===== src/rtl/capdump_pkg.sv =====
package capdump_pkg;

   localparam int PACK_ANA_W = 10;
   localparam int PACK_LOG_W = 8;
   localparam int BYTES_PER_SAMPLE = 3;

   typedef enum logic [1:0] {
      SEL_B0 = 2'd0,
      SEL_B1 = 2'd1,
      SEL_B2 = 2'd2
   } bsel_e;

   // Six payload bits per byte; the upper two stay clear.
   function automatic logic [7:0] pack_byte(input logic [PACK_ANA_W-1:0] ana,
                                            input logic [PACK_LOG_W-1:0] lg,
                                            input bsel_e sel);
      logic [7:0] b;
      case (sel)
         SEL_B0:  b = {2'b00, ana[5:0]};
         SEL_B1:  b = {2'b00, lg[1:0], ana[9:6]};
         SEL_B2:  b = {2'b00, lg[7:2]};
         default: b = 8'h00;
      endcase
      return b;
   endfunction

endpackage


===== src/rtl/capdump_rd_issue.sv =====
module capdump_rd_issue #(
   parameter int DEPTH = 1024,
   localparam int AW = $clog2(DEPTH),
   localparam int CW = $clog2(DEPTH + 1)
) (
   input  logic          clk,
   input  logic          rst_n,
   input  logic          start_acc,
   input  logic [AW-1:0] base,
   input  logic          issue_ok,
   output logic          rd_en,
   output logic [AW-1:0] rd_addr
);

   logic [AW-1:0] addr_q;
   logic [CW-1:0] left_q;

   assign rd_en   = issue_ok && (left_q != '0);
   assign rd_addr = addr_q;

   always_ff @(posedge clk) begin
      if (!rst_n) begin
         addr_q <= '0;
         left_q <= '0;
      end else if (start_acc) begin
         addr_q <= base;
         left_q <= CW'(DEPTH);
      end else if (rd_en) begin
         addr_q <= addr_q + AW'(1);
         left_q <= left_q - CW'(1);
      end
   end

endmodule


===== src/rtl/capdump_ret_pipe.sv =====
module capdump_ret_pipe #(
   parameter int RD_LAT = 1
) (
   input  logic       clk,
   input  logic       rst_n,
   input  logic       rd_en,
   output logic       ret_vld,
   output logic [1:0] inflight
);

   generate
      if (RD_LAT == 1) begin : g_lat1
         logic p_q;
         always_ff @(posedge clk) begin
            if (!rst_n) p_q <= 1'b0;
            else        p_q <= rd_en;
         end
         assign ret_vld  = p_q;
         assign inflight = {1'b0, p_q};
      end else begin : g_latn
         logic [RD_LAT-1:0] p_q;
         always_ff @(posedge clk) begin
            if (!rst_n) p_q <= '0;
            else        p_q <= {p_q[RD_LAT-2:0], rd_en};
         end
         assign ret_vld  = p_q[RD_LAT-1];
         assign inflight = 2'($countones(p_q));
      end
   endgenerate

endmodule


===== src/rtl/capdump_stage.sv =====
module capdump_stage
   import capdump_pkg::*;
#(
   parameter int DEPTH = 1024,
   parameter int ANA_W = 10,
   parameter int LOG_W = 8,
   localparam int SW = ANA_W + LOG_W,
   localparam int CW = $clog2(DEPTH + 1)
) (
   input  logic          clk,
   input  logic          rst_n,
   input  logic          start_acc,
   input  logic          ret_vld,
   input  logic [SW-1:0] ret_data,
   input  logic          ready_i,
   output logic          valid_o,
   output logic [7:0]    byte_o,
   output logic          cur_vld,
   output logic          nxt_vld,
   output logic          fin,
   output logic          last_done
);

   logic [SW-1:0] cur_q, nxt_q;
   logic          cur_vld_q, nxt_vld_q;
   bsel_e         sel_q;
   logic [CW-1:0] left_q;
   logic          accept, cur_free;

   assign accept    = cur_vld_q && ready_i;
   assign fin       = accept && (sel_q == SEL_B2);
   assign cur_free  = !cur_vld_q || fin;
   assign last_done = fin && (left_q == CW'(1));
   assign valid_o   = cur_vld_q;
   assign cur_vld   = cur_vld_q;
   assign nxt_vld   = nxt_vld_q;
   assign byte_o    = pack_byte(cur_q[ANA_W-1:0], cur_q[SW-1:ANA_W], sel_q);

   always_ff @(posedge clk) begin
      if (!rst_n) begin
         cur_q     <= '0;
         nxt_q     <= '0;
         cur_vld_q <= 1'b0;
         nxt_vld_q <= 1'b0;
         sel_q     <= SEL_B0;
         left_q    <= '0;
      end else if (start_acc) begin
         cur_vld_q <= 1'b0;
         nxt_vld_q <= 1'b0;
         sel_q     <= SEL_B0;
         left_q    <= CW'(DEPTH);
      end else begin
         if (accept) begin
            case (sel_q)
               SEL_B0:  sel_q <= SEL_B1;
               SEL_B1:  sel_q <= SEL_B2;
               default: sel_q <= SEL_B0;
            endcase
         end
         if (fin) left_q <= left_q - CW'(1);
         if (cur_free) begin
            if (nxt_vld_q) begin
               cur_q     <= nxt_q;
               cur_vld_q <= 1'b1;
               nxt_vld_q <= ret_vld;
               if (ret_vld) nxt_q <= ret_data;
            end else if (ret_vld) begin
               cur_q     <= ret_data;
               cur_vld_q <= 1'b1;
            end else begin
               cur_vld_q <= 1'b0;
            end
         end else if (ret_vld) begin
            nxt_q     <= ret_data;
            nxt_vld_q <= 1'b1;
         end
      end
   end

endmodule


===== src/rtl/capdump_serializer.sv =====
module capdump_serializer
   import capdump_pkg::*;
#(
   parameter int DEPTH  = 1024,
   parameter int ANA_W  = 10,
   parameter int LOG_W  = 8,
   parameter int RD_LAT = 1,
   localparam int AW = $clog2(DEPTH),
   localparam int SW = ANA_W + LOG_W
) (
   input  logic          clk,
   input  logic          rst_n,
   input  logic          dump_req_i,
   input  logic          capt_rdy_i,
   input  logic [AW-1:0] rd_base_i,
   output logic          mem_rd_en_o,
   output logic [AW-1:0] mem_rd_addr_o,
   input  logic [SW-1:0] mem_rd_data_i,
   output logic [7:0]    tx_data_o,
   output logic          tx_valid_o,
   input  logic          tx_ready_i,
   output logic          busy_o
);

   generate
      if (ANA_W != PACK_ANA_W) begin : g_bad_ana
         $error("ANA_W must match the fixed three-byte packing");
      end
      if (LOG_W != PACK_LOG_W) begin : g_bad_log
         $error("LOG_W must match the fixed three-byte packing");
      end
      if ((1 << AW) != DEPTH || DEPTH < 2) begin : g_bad_depth
         $error("DEPTH must be a power of two of at least 2");
      end
      if (RD_LAT < 1 || RD_LAT > 3) begin : g_bad_lat
         $error("RD_LAT must lie in 1..3 to keep the stream gap-free");
      end
   endgenerate

   logic       busy_q, start_acc, issue_ok, rd_en;
   logic       ret_vld, cur_vld, nxt_vld, fin, last_done;
   logic [1:0] inflight;
   logic [2:0] occ;

   assign start_acc = dump_req_i && capt_rdy_i && !busy_q;
   assign occ       = 3'(cur_vld) + 3'(nxt_vld) + 3'(inflight) - 3'(fin);
   assign issue_ok  = busy_q && (occ < 3'd2);

   always_ff @(posedge clk) begin
      if (!rst_n)         busy_q <= 1'b0;
      else if (start_acc) busy_q <= 1'b1;
      else if (last_done) busy_q <= 1'b0;
   end

   capdump_rd_issue #(.DEPTH(DEPTH)) u_issue (
      .clk       (clk),
      .rst_n     (rst_n),
      .start_acc (start_acc),
      .base      (rd_base_i),
      .issue_ok  (issue_ok),
      .rd_en     (rd_en),
      .rd_addr   (mem_rd_addr_o)
   );

   capdump_ret_pipe #(.RD_LAT(RD_LAT)) u_pipe (
      .clk      (clk),
      .rst_n    (rst_n),
      .rd_en    (rd_en),
      .ret_vld  (ret_vld),
      .inflight (inflight)
   );

   capdump_stage #(.DEPTH(DEPTH), .ANA_W(ANA_W), .LOG_W(LOG_W)) u_stage (
      .clk       (clk),
      .rst_n     (rst_n),
      .start_acc (start_acc),
      .ret_vld   (ret_vld),
      .ret_data  (mem_rd_data_i),
      .ready_i   (tx_ready_i),
      .valid_o   (tx_valid_o),
      .byte_o    (tx_data_o),
      .cur_vld   (cur_vld),
      .nxt_vld   (nxt_vld),
      .fin       (fin),
      .last_done (last_done)
   );

   assign mem_rd_en_o = rd_en;
   assign busy_o      = busy_q;

endmodule


===== config.mk =====
export PLATFORM = sky130hd
export DESIGN_NAME = capdump_serializer
export DESIGN_NICKNAME = d
export VERILOG_FILES = /design/src/rtl/capdump_pkg.sv /design/src/rtl/capdump_rd_issue.sv /design/src/rtl/capdump_ret_pipe.sv /design/src/rtl/capdump_stage.sv /design/src/rtl/capdump_serializer.sv
export SDC_FILE = /design/constraint.sdc
export NUM_CORES = 1
export LEC_CHECK = 0
export BUFFER_PORTS_ARGS = -buffer_cell sky130_fd_sc_hd__buf_2
export CAP_MARGIN = 20
export CORE_MARGIN = 8
export CORE_UTILIZATION = 35
export CTS_CLUSTER_DIAMETER = 120
export DETAILED_ROUTE_END_ITERATION = 7
export PLACE_DENSITY = 0.53
export RECOVER_POWER = 25
export SLEW_MARGIN = 20
export SYNTH_ARGS = -nofsm -noshare
export SYNTH_HDL_FRONTEND = slang
export SYNTH_SLANG_ARGS = --single-unit

===== constraint.sdc =====
create_clock -name clk -period 9.4 [get_ports clk]
set_clock_uncertainty 0.2 [all_clocks]
set_input_delay 1.88 -clock clk [delete_from_list [all_inputs] [get_ports clk]]
set_output_delay 1.88 -clock clk [all_outputs]
set_load 0.01 [all_outputs]

==> run_results.csv, run 1 <==
group,metric,value,unit
outcome,status,"finished clean",
global_route,grt_max_degree,37,
die,ios,54,
synthesis,synth_top_family_by_area,"simple AND/OR/NAND/NOR gates",
worst_setup_path,r2r-start,"u_stage.sel_q[1]",
detailed_routing,drt_pass1_iterations,4,
synthesis,yosysTopAreaCell,"dfxtp_1",
timing,layout_min_cycle_time,6380,ps
global_route,grtUsageTotal,0.136,
die,die_h,118,µm
detailed_routing,antenna_left,0,
clock_network,cts_resized,0,
synthesis,ys_warn_count,0,
timing,relSlewSlack,0.0497,
synthesis,synth_compound_area_frac,0.201,
global_route,grt_pass1_vias,3206,
die,rows,37,
worst_setup_path,required,7320,ps
worst_hold_path,whs_endpoint,"u_stage.nxt_q[17]",
synthesis,avgSynthCellArea,8.46,µm²
place,placed_cell_area,4010,µm²
clock_network,root_buffer,"clkbuf_8",
detailed_routing,drt_iter0_drc,117,
clock_network,cts_buffers,9,
power,comb_power_share,0.170,
worst_setup_path,rrSetupSlack,5970,ps
power,p_seq_frac,0.492,
run,drv_cap,0,
finish,drive_above_1_share,0.156,
finish,fillers,1052,
synthesis,synth.top_cell.area_share,0.405,
clock_network,cts.sinks,74,
detailed_routing,avgRoutedWirePerCell,15.6,µm
synthesis,synthesis.area,3660,µm²
timing,final.period_utilization,0.678,
finish,final_area,4170,µm²
worst_setup_path,cp_max_fo,11,
synthesis,synth-xor-area-share,0.0191,
worst_hold_path,hold_path.class,"flip-flop to flip-flop",
die,start_util,0.358,
timing,max_freq,157,MHz
worst_setup_path,crit_type,"primary input to primary output",
finish,final_util,0.408,
clock_network,htree_levels,3,
synthesis,yosys-top-cells-count,"dfxtp_1, nor2_1, o21ai_0",
synthesis,ys_seq_elements,74,
worst_setup_path,r2r_cells,10,
worst_setup_path,arrival,4300,ps
clock_network,cts_tree,"done",
synthesis,ys_seq_area_frac,0.405,
detailed_routing,wirelength,9.54,mm
worst_setup_path,worst_setup_path_start_kind,"primary input",
detailed_routing,drcViolationCount,0,
timing,final_max_slew_viol_count,0,
synthesis,synth-simple-area-share,0.209,
synthesis,synth_most_common_cell,"dfxtp_1",
synthesis,dominantRegCellSynth,"dfxtp_1",
timing,setup_tns,0,ps
worst_setup_path,timing.rr.end,"u_issue.rd_addr[1]",
clock_network,cts_buffer_depth,2,
global_route,overflow,0,
power,irDropWorstVdd,0.0720,mV
global_route,antenna_found_initial,0,
global_route,grt_first_pass_wirelength,15.9,mm
power,p_switching,0.224,mW
finish,areaGrowthSynthToFinish,14.0,%
clock_network,clk_latency,340,ps
die,coreArea,10200,µm²
clock_network,cts_setup_buffers,0,
synthesis,yosys-top-cells-area,"dfxtp_1, mux2i_1, o21ai_0, a211oi_1, nor2_1",
power,clockPowerShare,0.338,
finish,diodes,0,
synthesis,synthAdderAreaFrac,0.0266,
power,power.density,166,nW/µm²
place,gp_congestion,0.792,
detailed_routing,via_per_inst,5.31,
power,p_leak,1.50,nW
place,hpwl,6.61,mm
worst_hold_path,min_from,"u_stage.nxt_q[17]",
place,port-buffer-count,51,
die,dieArea,14000,µm²
power,fin_total_pwr,0.694,mW
detailed_routing,vias,3242,
timing,worst_pin_slew,1430,ps
synthesis,synth_enable_flop_cells,0,
synthesis,synthMuxAreaShare,0.0905,
die,die_w,118,µm
power,sw_frac_of_total,0.324,
synthesis,synth_cells,433,
worst_setup_path,end_kind,"primary output",
synthesis,yosys.cell_types.count,51,
timing,rsz0062_at_grt,"no",
clock_network,cts_hold_buf,0,
worst_hold_path,hold_depth,2,
clock_network,clk_pin_slew,80,ps
timing,finalSetupViolCount,0,
synthesis,synthArstFlopShare,0,
power,p_int,0.469,mW
finish,nets,510,
timing,hold_viol,0,
-- worst max path at each step --
| stage | start | endpoint | slack (ps) | cells past startpoint |
|---|---|---|---|---|
| 5_1_grt | tx_ready_i | mem_rd_en_o | 2820 | 11 |
| 6_report | tx_ready_i | mem_rd_en_o | 3020 | 11 |
| 2_1_floorplan | tx_ready_i | mem_rd_en_o | 3720 | 9 |
| 3_5_place_dp | tx_ready_i | mem_rd_en_o | 3020 | 11 |
| 4_1_cts | tx_ready_i | mem_rd_en_o | 3030 | 11 |
| 3_3_place_gp | tx_ready_i | mem_rd_en_o | 3150 | 11 |
-- flip-flops by register name, summed over array words and instances (netlist names), 2 cells and up --
register and count:
u_stage.sel_q 2, u_issue.rd_addr 10, u_stage.nxt_q 18, u_stage.cur_q 18, u_stage.left_q 11, u_issue.left_q 11
-- per-stage QoR --
step                      instances  setup slack, ps  hold slack, ps
final                           611             3020             276
after global routing            611             2820             298
after CTS                       611             3030             279
after detailed placement        595             3020             267
after global placement          595             3150             260
after floorplan                 434             3720             252
-- power by group through the flow --
stage	Combinational, mW	Clock [mW]	Sequential (mW)
floorplan	0.0798	0	0.346
global placement	0.119	0	0.348
detailed placement	0.120	0	0.348
CTS	0.121	0.242	0.341
global route	0.133	0.258	0.344
finish	0.118	0.235	0.341
-- worst max-delay path: stages --
cell and delay [ps]:
clkbuf_1 120, nand4b_1 290, inv_1 270, ha_1 260, inv_1 60, ha_1 220, a21oi_1 270, mux2_2 480
nand2_1 170, inv_1 110, buf_2 150
-- layer usage --
metal  vias up  global-route usage  wire length [µm]
li1       1649                   -                 -
met1      1541               0.171              4550
met2        44               0.224              4560
met3         8              0.0267               316
met4         0              0.0584               114
met5         -                   0                 0
-- area by class of cell --
type                       instances  area (µm²)  share of cell area
multi-input combinational        315        2010               0.482
tap                              136         170              0.0408
timing repair buffer              56         273              0.0653
sequential                        74        1480               0.355
clock buffer                       9         124              0.0297
clock inverter                     7        58.8              0.0141
inverter                          14        52.6              0.0126
-- kinds of logic after synthesis --
family | Yosys count
AOI/OAI and AO/OA | 116
xor gates and xnor gates | 8
adders and majority gates | 8
buffers and inverters | 45
DFF | 74
muxes | 33
other | 1
and+or+nand+nor | 148
-- cell usage in the layout, fill, tap and decap left out, types with 4 or more instances in the layout --
cell      Yosys  routed
dfxtp_1      74      73
nor2_1       48      48
buf_2         2      38
o21ai_0      36      36
mux2i_1      32      32
a21oi_1      30      30
nand3_1      24      24
a211oi_1     24      24
nand2_1      18      18
inv_1        14      14
clkbuf_1     23      14
nor4_1       10      10
clkbuf_8      0       9
or3_1         7       7
nor3_1        7       7
xnor2_1       7       7
ha_1          7       7
or2_2         5       5
or4_1         5       5
buf_4         2       4
(Power assumes the default switching activity.)
==> run 2: changes to the inputs <==
==> constraint.sdc (replaced) <==
create_clock -name clk -period 6.2 [get_ports clk]
set_clock_uncertainty 0.2 [all_clocks]
set_input_delay 1.24 -clock clk [delete_from_list [all_inputs] [get_ports clk]]
set_output_delay 1.24 -clock clk [all_outputs]
set_load 0.01 [all_outputs]
==> run_results.csv, run 2 (synthesized netlist as in run 1, its figures left out) <==
group,metric,value,unit
detailed_routing,via_per_inst,5.34,
finish,largestRegisters,"u_stage.cur_q: 18 flops, u_stage.nxt_q: 18 flops",
place,gp_congestion,0.801,
power,irDropWorstVdd,0.111,mV
detailed_routing,vias,3273,
power,power.density,265,nW/µm²
clock_network,cts_buffers,9,
finish,multi_input_area,2010,µm²
global_route,overflow,0,
die,rows,37,
worst_setup_path,end_kind,"primary output",
detailed_routing,avgRoutedWirePerCell,15.2,µm
clock_network,cts_tree,"done",
finish,areaGrowthSynthToFinish,15.3,%
outcome,status,"finished clean",
timing,max_freq,198,MHz
worst_setup_path,max_stage_delay,480,ps
timing,final_max_slew_viol_count,0,
global_route,grt_pass1_vias,3184,
finish,drive_above_1_share,0.153,
die,start_util,0.358,
detailed_routing,drcViolationCount,0,
timing,finalSetupViolCount,0,
die,die_h,118,µm
finish,most-common-layout-cells,"dfxtp_1, nor2_1, buf_2, o21ai_0, mux2i_1",
finish,ff_latch_area,1480,µm²
global_route,grt_first_pass_wirelength,15.9,mm
global_route,grt_max_degree,41,
clock_network,htree_levels,3,
timing,setup_tns,0,ps
global_route,grtUsageTotal,0.135,
detailed_routing,drt_pass1_iterations,4,
detailed_routing,drt_iter0_drc,152,
worst_setup_path,worstPathCellList,"clkbuf_1 > nand4b_1 > inv_1 > ha_1 > inv_1 > ha_1 > a21oi_1 > mux2_2 > nand2_1 > inv_1 > buf_2",
worst_setup_path,cp_top_family,"buffers and inverters",
run,drv_cap,0,
detailed_routing,antenna_left,0,
finish,fillers,1052,
clock_network,cts.sinks,74,
timing,relSlewSlack,0.0872,
die,coreArea,10200,µm²
worst_setup_path,crit_type,"primary input to primary output",
clock_network,cts_buffer_depth,2,
die,ios,54,
timing,final.period_utilization,0.815,
worst_setup_path,worst_setup_path_start_kind,"primary input",
timing,layout_min_cycle_time,5050,ps
timing,worst_pin_slew,1370,ps
finish,final_common_cell,"dfxtp_1",
clock_network,clk_latency,340,ps
clock_network,root_buffer,"clkbuf_8",
place,port-buffer-count,51,
finish,final_util,0.413,
worst_setup_path,cp_max_fo,11,
global_route,antenna_found_initial,1,
worst_setup_path,cp_num_buf_inv,5,
clock_network,clk_pin_slew,90,ps
die,dieArea,14000,µm²
detailed_routing,wirelength,9.33,mm
worst_setup_path,timing.critical_path.mode_cell,"inv_1",
die,die_w,118,µm
clock_network,cts_resized,0,
worst_hold_path,hold_path.class,"flip-flop to flip-flop",
worst_setup_path,required,4760,ps
place,hpwl,6.53,mm
timing,hold_viol,0,
worst_setup_path,slowest_stage,"mux2_2",
finish,nets,511,
worst_setup_path,arrival,3610,ps
clock_network,cts_setup_buffers,0,
power,p_leak,1.52,nW
clock_network,cts_hold_buf,0,
timing,rsz0062_at_grt,"no",
-- run 2: cell types whose count changed in the layout (fill, tap and decap cells not counted) --
cell	change
dfxtp_2	-1
clkinv_4	-2
diode_2	+1
buf_2	-1
buf_4	+1
clkbuf_1	+1
dfxtp_1	+1
bufinv_16	+2
inv_6	-1
clkinvlp_4	+1
-- run 2: worst reg2reg max path: stages, from the launching register on --
cell,delay [ps]
dfxtp_1,630
nand4b_1,360
inv_1,250
ha_1,260
inv_1,60
ha_1,210
a21oi_1,260
mux2_2,480
nand2_1,190
inv_1,120
a311oi_1,280
-- run 2: final timing paths --
kind | slack (ps) | start | cells past startpoint | to
max | 1150 | tx_ready_i | 11 | mem_rd_en_o
min | 280 | u_stage.nxt_q[13] | 2 | u_stage.nxt_q[13]
max reg2reg | 2830 | u_stage.sel_q[1] | 10 | u_issue.rd_addr[4]
min reg2reg | 280 | u_stage.nxt_q[13] | 2 | u_stage.nxt_q[13]
-- run 2: power by group --
part / switching, mW / internal, mW
Combinational: 0.114 / 0.0643
Clock: 0.195 / 0.229
Sequential: 0.0214 / 0.496
-- run 2: routing by layer --
metal,track usage,routed length (µm),vias up
li1,-,-,1648
met1,0.169,4440,1545
met2,0.223,4420,67
met3,0.0314,306,13
met4,0.0480,167,0
met5,0,0,-
-- run 2: final cells by class --
type | instances | share of cell area
repair buffers | 57 | 0.0661
clock buffers | 9 | 0.0293
well taps | 136 | 0.0403
clock inverters | 7 | 0.0237
diodes | 1 | 0.000593
inverters | 14 | 0.0124
multi-input cells | 315 | 0.477
flip-flops and latches | 74 | 0.351
-- run 2: through the flow --
stage / std cells / worst slack (ps) / cell area (µm²) / total power, mW / hold slack (ps)
2_1_floorplan: 434 / 1800 / 3670 / 0.646 / 252
3_5_place_dp: 596 / 1170 / 4020 / 0.709 / 266
3_3_place_gp: 596 / 1230 / 4020 / 0.708 / 260
5_1_grt: 613 / 875 / 4220 / 1.18 / 299
4_1_cts: 612 / 1160 / 4240 / 1.13 / 278
6_report: 613 / 1150 / 4220 / 1.12 / 278
==> run 3: changes to the inputs <==
--- a/config.mk
+++ b/config.mk
@@ -5,13 +5,14 @@
 export SDC_FILE = /design/constraint.sdc
 export NUM_CORES = 1
 export LEC_CHECK = 0
+export ABC_AREA = 1
 export BUFFER_PORTS_ARGS = -buffer_cell sky130_fd_sc_hd__buf_2
 export CAP_MARGIN = 20
 export CORE_MARGIN = 8
 export CORE_UTILIZATION = 35
 export CTS_CLUSTER_DIAMETER = 120
 export DETAILED_ROUTE_END_ITERATION = 7
-export PLACE_DENSITY = 0.53
+export PLACE_DENSITY = 0.55
 export RECOVER_POWER = 25
 export SLEW_MARGIN = 20
 export SYNTH_ARGS = -nofsm -noshare
==> constraint.sdc (replaced) <==
create_clock -name clk -period 4.05 [get_ports clk]
set_clock_uncertainty 0.2 [all_clocks]
set_input_delay 0.81 -clock clk [delete_from_list [all_inputs] [get_ports clk]]
set_output_delay 0.81 -clock clk [all_outputs]
set_load 0.01 [all_outputs]
==> run_results.csv, run 3 <==
group,metric,value,unit
global_route,grt_util_met3,0.0369,
outcome,status,"finished clean",
synthesis,ys_seq_area_frac,0.409,
detailed_routing,vias,3330,
clock_network,cts_setup_buffers,0,
finish,diodes,0,
worst_setup_path,worst_setup_path_start_kind,"primary input",
timing,max_freq,281,MHz
clock_network,cts_hold_buf,0,
power,fin_total_pwr,1.76,mW
timing,final.period_utilization,0.879,
place,placed_cell_area,3940,µm²
synthesis,ys_warn_count,0,
synthesis,yosys.cell_types.count,34,
power,comb_power_share,0.160,
synthesis,synth.top_cell.area_share,0.409,
power,sw_frac_of_total,0.284,
finish,largestRegisters,"u_stage.cur_q: 18 flops, u_stage.nxt_q: 18 flops",
finish,drive_above_1_share,0.136,
worst_setup_path,cp_max_fo,19,
power,power.density,423,nW/µm²
finish,fillers,1140,
synthesis,synthesis.area,3620,µm²
clock_network,clk_latency,340,ps
place,gp_congestion,0.803,
global_route,grt_max_degree,45,
power,p_switching,0.499,mW
run,drv_cap,0,
synthesis,yosys-top-cells-area,"dfxtp_1, o21ai_0, nand2_1, nor2_1, a21oi_1",
finish,final_area,4150,µm²
timing,finalSetupViolCount,0,
clock_network,cts.sinks,74,
finish,nets,603,
clock_network,cts_buffer_depth,2,
worst_setup_path,required,3040,ps
detailed_routing,drt_iter0_drc,112,
power,p_seq_frac,0.460,
global_route,grt_first_pass_wirelength,14.6,mm
global_route,grtUsageMet2,0.204,
detailed_routing,avgRoutedWirePerCell,12.1,µm
clock_network,root_buffer,"clkbuf_8",
synthesis,synth_most_common_cell,"nand2_1",
finish,areaGrowthSynthToFinish,14.7,%
detailed_routing,drt_pass1_iterations,4,
timing,final_max_slew_viol_count,0,
detailed_routing,via_per_inst,4.73,
detailed_routing,wirelength,8.49,mm
global_route,antenna_found_initial,0,
die,die_h,118,µm
finish,most-common-layout-cells,"nand2_1, nor2_1, dfxtp_1, o21ai_0, a21oi_1",
timing,rsz0062_at_grt,"no",
power,irDropWorstVdd,0.206,mV
die,rows,37,
finish,final_common_cell,"nand2_1",
timing,layout_min_cycle_time,3560,ps
finish,multi_input_area,1800,µm²
synthesis,yosysTopAreaCell,"dfxtp_1",
clock_network,htree_levels,3,
place,hpwl,6.05,mm
die,coreArea,10200,µm²
clock_network,cts_buffers,9,
timing,hold_viol,0,
die,die_w,118,µm
global_route,grtUsageTotal,0.125,
timing,setup_tns,0,ps
global_route,use_met1,0.156,
synthesis,ys_seq_elements,74,
die,dieArea,13900,µm²
worst_hold_path,hold_path.class,"flip-flop to flip-flop",
place,port-buffer-count,51,
finish,ff_latch_area,1480,µm²
clock_network,cts_resized,0,
timing,worst_pin_slew,706,ps
global_route,busiest_layer,"met2",
detailed_routing,drcViolationCount,0,
synthesis,yosys-top-cells-count,"nand2_1, nor2_1, dfxtp_1",
synthesis,synthArstFlopShare,0,
global_route,grt_pass1_vias,3187,
worst_setup_path,arrival,2550,ps
power,p_leak,1.80,nW
worst_setup_path,crit_type,"primary input to primary output",
power,clockPowerShare,0.380,
finish,final_util,0.408,
power,p_int,1.26,mW
global_route,overflow,0,
synthesis,avgSynthCellArea,7.00,µm²
clock_network,cts_tree,"done",
detailed_routing,antenna_left,0,
synthesis,synth_enable_flop_cells,0,
timing,relSlewSlack,0.528,
synthesis,synth_cells,517,
worst_setup_path,end_kind,"primary output",
synthesis,dominantRegCellSynth,"dfxtp_1",
die,ios,54,
die,start_util,0.355,
clock_network,clk_pin_slew,80,ps
==> run 3: cell types whose count changed in the layout (fill, tap and decap cells not counted), moves of 21 or more <==
| cell | previous run | this run |
|---|---|---|
| a21oi_1 | 30 | 51 |
| inv_1 | 14 | 50 |
| a211oi_1 | 24 | 0 |
| o21ai_0 | 36 | 73 |
| nor2_1 | 48 | 77 |
| nand2_1 | 18 | 95 |
| mux2i_1 | 32 | 0 |
==> run 3: power groups by stage <==
stage	logic, mW	clock network (mW)	registers [mW]
3_3_place_gp	0.283	0	0.823
4_1_cts	0.289	0.689	0.807
2_1_floorplan	0.209	0	0.820
6_report	0.281	0.668	0.807
5_1_grt	0.323	0.725	0.814
3_5_place_dp	0.288	0	0.824
==> run 3: per-layer routing <==
metal  part of all wire  routed length, µm
met5                  0                  0
met4              0.010                 85
met3              0.036                308
met2               0.46               3920
met1               0.49               4180
==> run 3: path summary, 6_finish.rpt <==
check / startpoint / end / slack, ps / cells past startpoint
worst max-delay path: tx_ready_i / mem_rd_en_o / 490 / 12
worst min register to register: u_stage.nxt_q[7] / u_stage.nxt_q[7] / 250 / 2
worst max register to register: u_stage.cur_vld / u_issue.left_q[8] / 1330 / 14
worst min-delay path: u_stage.nxt_q[7] / u_stage.nxt_q[7] / 250 / 2
==> run 3: stage by stage <==
step,hold WS [ps],cells,setup slack (ps)
finish,250,704,489
floorplan,224,518,764
global route,274,704,311
CTS,254,704,483
detailed placement,241,688,484
global placement,233,688,533
==> run 3: final cells by class <==
class,count,area share
clock buffer,11,0.0365
clock inverter,5,0.0205
sequential,74,0.357
inverter,54,0.0491
timing repair buffer,54,0.0636
multi-input combinational,370,0.433
tap,136,0.0410
==> run 3: logic make-up after synthesis <==
| logic type | share of synthesized area |
|---|---|
| fa+ha+maj | 0.0242 |
| buf+inv | 0.0930 |
| simple gates | 0.269 |
| flops | 0.409 |
| compound gates | 0.179 |
| other cells | 0.00104 |
| xor+xnor | 0.0242 |
==> run 3: worst max-delay path: stages <==
cell	delay (ps)
buf_2	80
nand2_1	90
nor2_2	290
ha_1	290
inv_1	60
ha_1	210
nand2_1	90
a21oi_1	100
nor2_4	160
nand2_4	160
inv_2	90
buf_2	120
